--- src/rtl/spimc_pkg.sv ---
// Shared offsets, bit positions and decode types for the SPI register front end.
// Assumes byte addressing with 32-bit word registers.
package spimc_pkg;
    localparam int OFF_REV     = 'h00;
    localparam int OFF_SYSCFG  = 'h10;
    localparam int OFF_SYSSTAT = 'h14;
    localparam int OFF_MODCTL  = 'h28;
    localparam int CH_BASE     = 'h2C;
    localparam int CH_STRIDE   = 'h14;

    localparam int CFG_BITS    = 21;   // configuration bits kept per channel
    localparam int BIT_DMA_WR  = 14;   // transmit DMA request enable
    localparam int BIT_DMA_RD  = 15;   // receive DMA request enable

    localparam logic [3:0] MODCTL_RESET = 4'b0100;   // slave mode

    typedef enum logic [2:0] {
        SEL_NONE, SEL_REV, SEL_SYSCFG, SEL_SYSSTAT, SEL_MODCTL, SEL_CHAN
    } sel_e;

    typedef enum logic [2:0] {
        CREG_CFG, CREG_STAT, CREG_CTRL, CREG_TX, CREG_RX
    } creg_e;
endpackage

--- src/rtl/spimc_decode.sv ---
// Address decoder: maps a byte offset to a global register or to a channel
// bank entry. Assumes word-aligned accesses; misaligned offsets decode to none.
module spimc_decode
    import spimc_pkg::*;
#(
    parameter int NCH    = 4,
    parameter int ADDR_W = 8,
    localparam int CH_W  = (NCH > 1) ? $clog2(NCH) : 1
) (
    input  logic [ADDR_W-1:0] addr,
    output sel_e              sel,
    output logic [CH_W-1:0]   ch,
    output creg_e             creg
);
    // Compare the offset against each global register and each channel window.
    always_comb begin
        int a;
        int rel;
        a    = int'(addr);
        sel  = SEL_NONE;
        ch   = '0;
        creg = CREG_CFG;
        rel  = 0;
        if (addr[1:0] == 2'b00) begin
            if (a == OFF_REV)          sel = SEL_REV;
            else if (a == OFF_SYSCFG)  sel = SEL_SYSCFG;
            else if (a == OFF_SYSSTAT) sel = SEL_SYSSTAT;
            else if (a == OFF_MODCTL)  sel = SEL_MODCTL;
            for (int c = 0; c < NCH; c++) begin
                if (a >= CH_BASE + CH_STRIDE * c && a < CH_BASE + CH_STRIDE * (c + 1)) begin
                    rel  = a - CH_BASE - CH_STRIDE * c;
                    sel  = SEL_CHAN;
                    ch   = CH_W'(c);
                    creg = creg_e'(3'(rel >> 2));
                end
            end
        end
    end
endmodule

--- src/rtl/spimc_srst.sv ---
// Soft reset sequencer: on start, holds busy for SRST_CYCLES cycles, then
// raises done. Assumes start is ignored by the caller while busy.
module spimc_srst #(
    parameter int SRST_CYCLES = 8,
    localparam int CW = $clog2(SRST_CYCLES + 1)
) (
    input  logic clk,
    input  logic rst_n,
    input  logic start,
    output logic busy,
    output logic done
);
    logic [CW-1:0] cnt;

    // Count the reset window and flag completion.
    always_ff @(posedge clk) begin
        if (!rst_n) begin
            busy <= 1'b0;
            done <= 1'b1;
            cnt  <= '0;
        end else if (start && !busy) begin
            busy <= 1'b1;
            done <= 1'b0;
            cnt  <= '0;
        end else if (busy) begin
            if (cnt == CW'(SRST_CYCLES - 1)) begin
                busy <= 1'b0;
                done <= 1'b1;
            end else begin
                cnt <= cnt + 1'b1;
            end
        end
    end

    AST_SRST_STARTS: assert property (@(posedge clk) disable iff (!rst_n)
        (start && !busy) |=> (busy && !done));
    AST_SRST_ENDS_DONE: assert property (@(posedge clk) disable iff (!rst_n)
        $fell(busy) |-> done);
endmodule

--- src/rtl/spimc_chan.sv ---
// One channel bank: configuration, enable and transmit word registers plus
// the two DMA request lines. Assumes clr acts as a synchronous clear.
module spimc_chan
    import spimc_pkg::*;
(
    input  logic        clk,
    input  logic        rst_n,
    input  logic        clr,
    input  logic        wr_cfg,
    input  logic        wr_ctrl,
    input  logic        wr_tx,
    input  logic [31:0] wdata,
    input  logic        txs,
    input  logic        rxs,
    output logic [31:0] cfg,
    output logic        en,
    output logic [31:0] tx_data,
    output logic        tx_load,
    output logic        dma_tx_req,
    output logic        dma_rx_req
);
    logic [CFG_BITS-1:0] cfg_q;

    // Hold the channel's configuration, enable and transmit word.
    always_ff @(posedge clk) begin
        if (!rst_n || clr) begin
            cfg_q   <= '0;
            en      <= 1'b0;
            tx_data <= '0;
            tx_load <= 1'b0;
        end else begin
            tx_load <= wr_tx;
            if (wr_cfg)  cfg_q   <= wdata[CFG_BITS-1:0];
            if (wr_ctrl) en      <= wdata[0];
            if (wr_tx)   tx_data <= wdata;
        end
    end

    // Present the configuration and gate the DMA requests with live status.
    always_comb begin
        cfg        = {{(32 - CFG_BITS){1'b0}}, cfg_q};
        dma_tx_req = cfg_q[BIT_DMA_WR] && en && txs;
        dma_rx_req = cfg_q[BIT_DMA_RD] && en && rxs;
    end

    AST_TXREQ_DROPS: assert property (@(posedge clk) disable iff (!rst_n)
        (wr_cfg && !clr && !wdata[BIT_DMA_WR]) |=> !dma_tx_req);
    AST_RXREQ_DROPS: assert property (@(posedge clk) disable iff (!rst_n)
        (wr_ctrl && !clr && !wdata[0]) |=> !dma_rx_req);
    AST_CLR_DISABLES: assert property (@(posedge clk) disable iff (!rst_n)
        clr |=> (!en && cfg == 32'h0));
endmodule

--- src/rtl/spimc_regs.sv ---
// Register front end of a multichannel SPI master: global registers, per-channel
// banks, soft reset and DMA request lines. Assumes one-cycle bus requests and
// registered read data one cycle later.
module spimc_regs
    import spimc_pkg::*;
#(
    parameter int          NCH         = 4,
    parameter int          ADDR_W      = 8,
    parameter int          SRST_CYCLES = 8,
    parameter logic [31:0] REV_ID      = 32'h0000_0021
) (
    input  logic                clk,
    input  logic                rst_n,
    input  logic                bus_valid,
    input  logic                bus_write,
    input  logic [ADDR_W-1:0]   bus_addr,
    input  logic [31:0]         bus_wdata,
    output logic [31:0]         bus_rdata,
    output logic                single_chan_o,
    output logic                slave_mode_o,
    output logic                sys_test_o,
    output logic                auto_idle_o,
    output logic [NCH*32-1:0]   ch_cfg_o,
    output logic [NCH-1:0]      ch_en_o,
    output logic [NCH*32-1:0]   ch_tx_data_o,
    output logic [NCH-1:0]      ch_tx_load_o,
    input  logic [NCH*32-1:0]   ch_rx_data_i,
    output logic [NCH-1:0]      ch_rx_take_o,
    input  logic [NCH-1:0]      ch_rxs_i,
    input  logic [NCH-1:0]      ch_txs_i,
    input  logic [NCH-1:0]      ch_eot_i,
    output logic [NCH-1:0]      dma_tx_req_o,
    output logic [NCH-1:0]      dma_rx_req_o
);
    localparam int CH_W = (NCH > 1) ? $clog2(NCH) : 1;

    sel_e            sel;
    creg_e           creg;
    logic [CH_W-1:0] ch;
    logic            we, rd;
    logic            srst_start, srst_busy, srst_done, srst_clr;
    logic [31:0]     rd_val;
    logic [31:0]     cfg_a [NCH];
    logic [31:0]     txd_a [NCH];

    spimc_decode #(.NCH(NCH), .ADDR_W(ADDR_W)) u_decode (
        .addr(bus_addr), .sel(sel), .ch(ch), .creg(creg)
    );

    // Qualify accesses; writes are dropped while a soft reset runs.
    always_comb begin
        we         = bus_valid && bus_write && !srst_busy;
        rd         = bus_valid && !bus_write;
        srst_start = we && (sel == SEL_SYSCFG) && bus_wdata[1];
        srst_clr   = srst_start || srst_busy;
    end

    spimc_srst #(.SRST_CYCLES(SRST_CYCLES)) u_srst (
        .clk(clk), .rst_n(rst_n), .start(srst_start),
        .busy(srst_busy), .done(srst_done)
    );

    // Global mode and auto-idle registers.
    always_ff @(posedge clk) begin
        if (!rst_n || srst_clr) begin
            auto_idle_o   <= 1'b0;
            single_chan_o <= MODCTL_RESET[0];
            slave_mode_o  <= MODCTL_RESET[2];
            sys_test_o    <= MODCTL_RESET[3];
        end else if (we && sel == SEL_SYSCFG) begin
            auto_idle_o   <= bus_wdata[0];
        end else if (we && sel == SEL_MODCTL) begin
            single_chan_o <= bus_wdata[0];
            slave_mode_o  <= bus_wdata[2];
            sys_test_o    <= bus_wdata[3];
        end
    end

    // One bank instance per channel.
    for (genvar c = 0; c < NCH; c++) begin : g_chan
        logic hit;
        assign hit = we && (sel == SEL_CHAN) && (ch == CH_W'(c));
        spimc_chan u_chan (
            .clk(clk), .rst_n(rst_n), .clr(srst_clr),
            .wr_cfg(hit && creg == CREG_CFG),
            .wr_ctrl(hit && creg == CREG_CTRL),
            .wr_tx(hit && creg == CREG_TX),
            .wdata(bus_wdata),
            .txs(ch_txs_i[c]), .rxs(ch_rxs_i[c]),
            .cfg(cfg_a[c]), .en(ch_en_o[c]),
            .tx_data(txd_a[c]), .tx_load(ch_tx_load_o[c]),
            .dma_tx_req(dma_tx_req_o[c]), .dma_rx_req(dma_rx_req_o[c])
        );
        assign ch_cfg_o[32*c +: 32]     = cfg_a[c];
        assign ch_tx_data_o[32*c +: 32] = txd_a[c];
    end

    // Select the read value for the decoded register.
    always_comb begin
        rd_val = '0;
        case (sel)
            SEL_REV:     rd_val = REV_ID;
            SEL_SYSCFG:  rd_val = {30'b0, srst_busy, auto_idle_o};
            SEL_SYSSTAT: rd_val = {31'b0, srst_done};
            SEL_MODCTL:  rd_val = {28'b0, sys_test_o, slave_mode_o, 1'b0, single_chan_o};
            SEL_CHAN: begin
                case (creg)
                    CREG_CFG:  rd_val = cfg_a[ch];
                    CREG_STAT: rd_val = {29'b0, ch_eot_i[ch], ch_txs_i[ch], ch_rxs_i[ch]};
                    CREG_CTRL: rd_val = {31'b0, ch_en_o[ch]};
                    CREG_TX:   rd_val = txd_a[ch];
                    CREG_RX:   rd_val = ch_rx_data_i[32*int'(ch) +: 32];
                    default:   rd_val = '0;
                endcase
            end
            default:     rd_val = '0;
        endcase
    end

    // Register read data and the receive-pop pulse.
    always_ff @(posedge clk) begin
        if (!rst_n) begin
            bus_rdata    <= '0;
            ch_rx_take_o <= '0;
        end else begin
            ch_rx_take_o <= '0;
            if (rd) begin
                bus_rdata <= rd_val;
                if (sel == SEL_CHAN && creg == CREG_RX) ch_rx_take_o[ch] <= 1'b1;
            end
        end
    end

    AST_UNMAPPED_ZERO: assert property (@(posedge clk) disable iff (!rst_n)
        (rd && sel == SEL_NONE) |=> (bus_rdata == 32'h0));
    AST_SRST_CHAN_OFF: assert property (@(posedge clk) disable iff (!rst_n)
        srst_busy |-> (ch_en_o == '0));
    AST_SRST_SLAVE: assert property (@(posedge clk) disable iff (!rst_n)
        srst_busy |-> (slave_mode_o && !single_chan_o && !sys_test_o));
    AST_RX_TAKE_SINGLE: assert property (@(posedge clk) disable iff (!rst_n)
        $onehot0(ch_rx_take_o));
    AST_TX_LOAD_SINGLE: assert property (@(posedge clk) disable iff (!rst_n)
        $onehot0(ch_tx_load_o));
endmodule

--- config.mk ---
export PLATFORM = sky130hd
export DESIGN_NAME = spimc_regs
export DESIGN_NICKNAME = d
export VERILOG_FILES = /design/src/rtl/spimc_pkg.sv /design/src/rtl/spimc_decode.sv /design/src/rtl/spimc_srst.sv /design/src/rtl/spimc_chan.sv /design/src/rtl/spimc_regs.sv
export SDC_FILE = /design/constraint.sdc
export NUM_CORES = 1
export LEC_CHECK = 0
export BUFFER_PORTS_ARGS = -buffer_cell sky130_fd_sc_hd__buf_2
export CORE_AREA = 3 3 190 192
export DETAILED_ROUTE_END_ITERATION = 8
export DIE_AREA = 0 0 193 195
export PLACE_DENSITY_LB_ADDON = 0.08
export SYNTH_ARGS = -nofsm -noshare
export SYNTH_HDL_FRONTEND = slang
export SYNTH_HIERARCHICAL = 1
export SYNTH_SLANG_ARGS = --single-unit
--- constraint.sdc ---
create_clock -name clk -period 3.4 [get_ports clk]
set_input_delay 0.51 -clock clk [delete_from_list [all_inputs] [get_ports clk]]
set_output_delay 0.51 -clock clk [all_outputs]
set_load 0.05 [all_outputs]
==> run_results.csv <==
group,metric,value,unit
logic_synthesis,synthXorXnorAreaFrac,0.3114,%
worst_setup_path,worstReg2RegEnd,"g_chan[3].u_chan/tx_data[10]",
global_route,grt_pass1_vias,12239,
timing,setup_viol,0,
timing,clock-skew-final,18.23,ps
logic_synthesis,yosys.area.top_type_share,37.87,%
power,leakagePower,7.357,nW
worst_setup_path,startpoint,"bus_addr[3]",
global_route,grt_pass1_wl,76.78,mm
logic_synthesis,synth_cell_types,59,
clocking,cts_root_buf,"clkbuf_16",
clocking,worst_skew_pair.late_latency,560,ps
logic_synthesis,syn_avg_cell_area,10.91,µm²
timing,fin_crit_sh,87.66,%
worst_setup_path,path_max_fanout,12,
detailed_routing,wire_per_inst,23.55,µm
place,hpwl,38.59,mm
logic_synthesis,ys_seq_area_share,37.87,%
logic_synthesis,synth-simple-area-share,11.09,%
die,fp.dieH,195,µm
global_route,grt_usage,26.79,%
global_route,grt_overflow,0,
clocking,cts_buffer_depth,3,
detailed_routing,vias,11881,
die,die-area,37640,µm²
logic_synthesis,synth.mux.area_fraction,34.01,%
logic_synthesis,yosysTopAreaCell,"dfxtp_1",
global_route,grt_busiest_layer,"met2",
timing,layout_min_cycle_time,2981,ps
logic_synthesis,synth-async-reset-ratio,0,%
global_route,antenna_found_initial,3,
power,p_total,7.020,mW
logic_synthesis,synth_adder_area_share,0.7118,%
detailed_routing,drc,0,
power,ir_worst_vdd,336.9,µV
logic_synthesis,yosysWarnings,6,
timing,layout_setup_ws,419.4,ps
worst_setup_path,cp.required,3860,ps
worst_setup_path,rr_worst_depth,8,
worst_setup_path,max_stage_delay,490,ps
place,numPortBuffers,451,
worst_setup_path,end_kind,"flop",
place,dp_cells,2168,
layout,finalNetCount,1937,
clocking,cts_sinks,266,
worst_setup_path,critPathArrivalTime,3440,ps
layout,final_core_util,51.59,%
global_route,grt_max_degree,38,
timing,max_clock_freq,335.5,MHz
logic_synthesis,synth_flop_cell,"dfxtp_1",
logic_synthesis,synth_area_leaders,"dfxtp_1, mux2i_1, mux4_2",
logic_synthesis,synth_area,14060,µm²
die,num_rows,68,
clocking,cts_setup_buffers,0,
timing,slew-limit-headroom,55.46,%
die,coreArea,34540,µm²
clocking,clkSlewWorstSetupHoldPaths,60,ps
timing,finalSetupTns,0,ps
timing,rsz0062_at_grt,"no",
logic_synthesis,synth_edf_count,0,
die,ios,496,
clocking,cts_tree,"done",
timing,hold_ws,238.1,ps
layout,area_growth,26.74,%
worst_setup_path,cp_common_cell,"a21oi_1",
timing,slew_violations,0,
die,die_w,193,µm
run,drv_cap,0,
detailed_routing,routed_via_density,5.340,
outcome,outcome,"complete, no violations",
worst_setup_path,cp_cell_sequence,"buf_2, inv_1, ha_1, nor3b_1, o211ai_1, a21oi_1, buf_4, a311o_1, a21oi_1, buf_4, and3b_2, buf_12, a22o_1, a21oi_1, nor3_1",
logic_synthesis,synth_compound_area_share,6.460,%
logic_synthesis,synth_top_family_by_area,"multiplexers",
place,placed_cell_area,16830,µm²
global_route,gr-usage-met3,4.668,%
detailed_routing,finalWirelength,52.39,mm
logic_synthesis,synth_common_cells,"dfxtp_1, nor2_1, mux2i_1, mux4_2, a21oi_1",
clocking,ctsHoldBuffers,0,
global_route,grt.met1_usage,32.93,%
place,post-place-ws,-94.90,ps
worst_setup_path,cpMaxStageDelayCell,"a21oi_1",
detailed_routing,drt_iter0_markers,553,
logic_synthesis,synth-seq-cells,266,
clocking,numCtsBuffers,30,
detailed_routing,antenna_left,0,
clocking,cts_resized,0,
timing,hold_viol,0,
hold_path,hold_path_class,"primary input to flop",
worst_setup_path,path_class,"primary input to flop",
layout,drive_above_1_share,41.89,%
layout,instances_no_fill,2225,
detailed_routing,dr.pass1.iters,4,
power,power_density,393.9,nW/µm²
worst_setup_path,worstSetupStartpointType,"primary input",
global_route,grt.met2_usage,48.40,%
clocking,h-tree-depth,1,
worst_setup_path,cp-endpoint,"bus_rdata[28]",
place,globalplace.congestion,0.8673,
layout,final_cell_area,17820,µm²
worst_setup_path,r2r_start,"u_srst/busy",
die,initial_core_util,40.71,%
worst_setup_path,r2r_slack,1220,ps
timing,tightest_slew,665.9,ps
logic_synthesis,yosysMostFrequentCell,"dfxtp_1",
logic_synthesis,syn_inst,1289,
## metal layers
layer,vias up,routed length [µm]
li1,5484,-
met1,5851,21100
met2,476,26630
met3,70,3350
met4,0,1308
met5,-,0
## final cells by class
type | instances | area [µm²]
fill | 3274 | 16720
multi-input combinational | 901 | 7681
sequential | 266 | 5325
timing repair buffer | 532 | 3203
clock buffer | 48 | 928.4
tap | 455 | 569.3
clock inverter | 8 | 60.06
inverter | 14 | 52.55
antenna | 1 | 2.502
## kinds of logic after synthesis
group                      Yosys count
muxes                              354
DFF                                266
other                                4
buffers and inverters              162
and+or+nand+nor                    354
adders and majority gates            8
xor gates and xnor gates             5
AOI/OAI and AO/OA                  136
## report_power, final
part | internal (mW) | total, mW | switching (mW)
logic | 0.244 | 0.678 | 0.433
clock network | 1.87 | 3.22 | 1.36
registers | 3.12 | 3.12 | 0.00125
total | 5.23 | 7.02 | 1.79
## sequential cells by signal, summed over array words and instances, names as in the netlist
signal / flops
g_chan.u_chan/tx_data: 128
g_chan.u_chan/cfg_q: 84
bus_rdata: 32
ch_rx_take_o: 4
g_chan.u_chan/en: 4
g_chan.u_chan/tx_load: 4
u_srst/cnt: 4
auto_idle_o: 1
single_chan_o: 1
slave_mode_o: 1
sys_test_o: 1
u_srst/busy: 1
u_srst/done: 1
## how the worst min path moves through the flow
stage / startpoint / to / slack [ps] / depth (start not counted)
2_1_floorplan: u_srst/cnt[3] / u_srst/cnt[3] / 450 / 2
3_3_place_gp: u_srst/cnt[3] / u_srst/cnt[3] / 460 / 2
3_5_place_dp: u_srst/cnt[3] / u_srst/cnt[3] / 470 / 2
4_1_cts: bus_wdata[31] / g_chan[3].u_chan/tx_data[31] / 210 / 3
5_1_grt: bus_wdata[23] / g_chan[2].u_chan/tx_data[23] / 240 / 3
6_report: bus_wdata[31] / g_chan[2].u_chan/tx_data[31] / 240 / 3
## critical path: cells and delay by family
family,cells,cell delay [ps]
adders and majority gates,1,190
and+or+nand+nor,3,710
buffers and inverters,5,720
AOI/OAI and AO/OA,6,1310
## layout by cell type, fill, tap and decap left out, types with 3 or more instances in the layout
master,netlist,routed
o211ai_1,3,3
mux2_2,30,30
nand2b_2,0,5
clkbuf_1,24,7
or2_2,3,3
buf_2,14,451
ha_1,8,7
nor3b_1,5,5
conb_1,4,44
clkbuf_16,0,30
buf_4,52,54
nor3_1,31,31
nor2b_1,5,5
mux2i_1,228,228
o21ai_0,5,5
nand2_1,15,15
a21oi_1,71,71
and3_1,10,10
nand2b_1,8,3
clkbuf_8,0,11
a22o_1,28,28
inv_1,13,12
nor2_4,0,10
nor2_1,247,237
nand3_1,4,4
a32o_1,3,3
buf_12,13,27
clkinv_2,0,5
mux4_2,96,96
dfxtp_1,266,266
or3_1,5,5
xor2_1,3,3
nand3b_1,6,6
No activity file was read; power rests on OpenSTA's default activity.
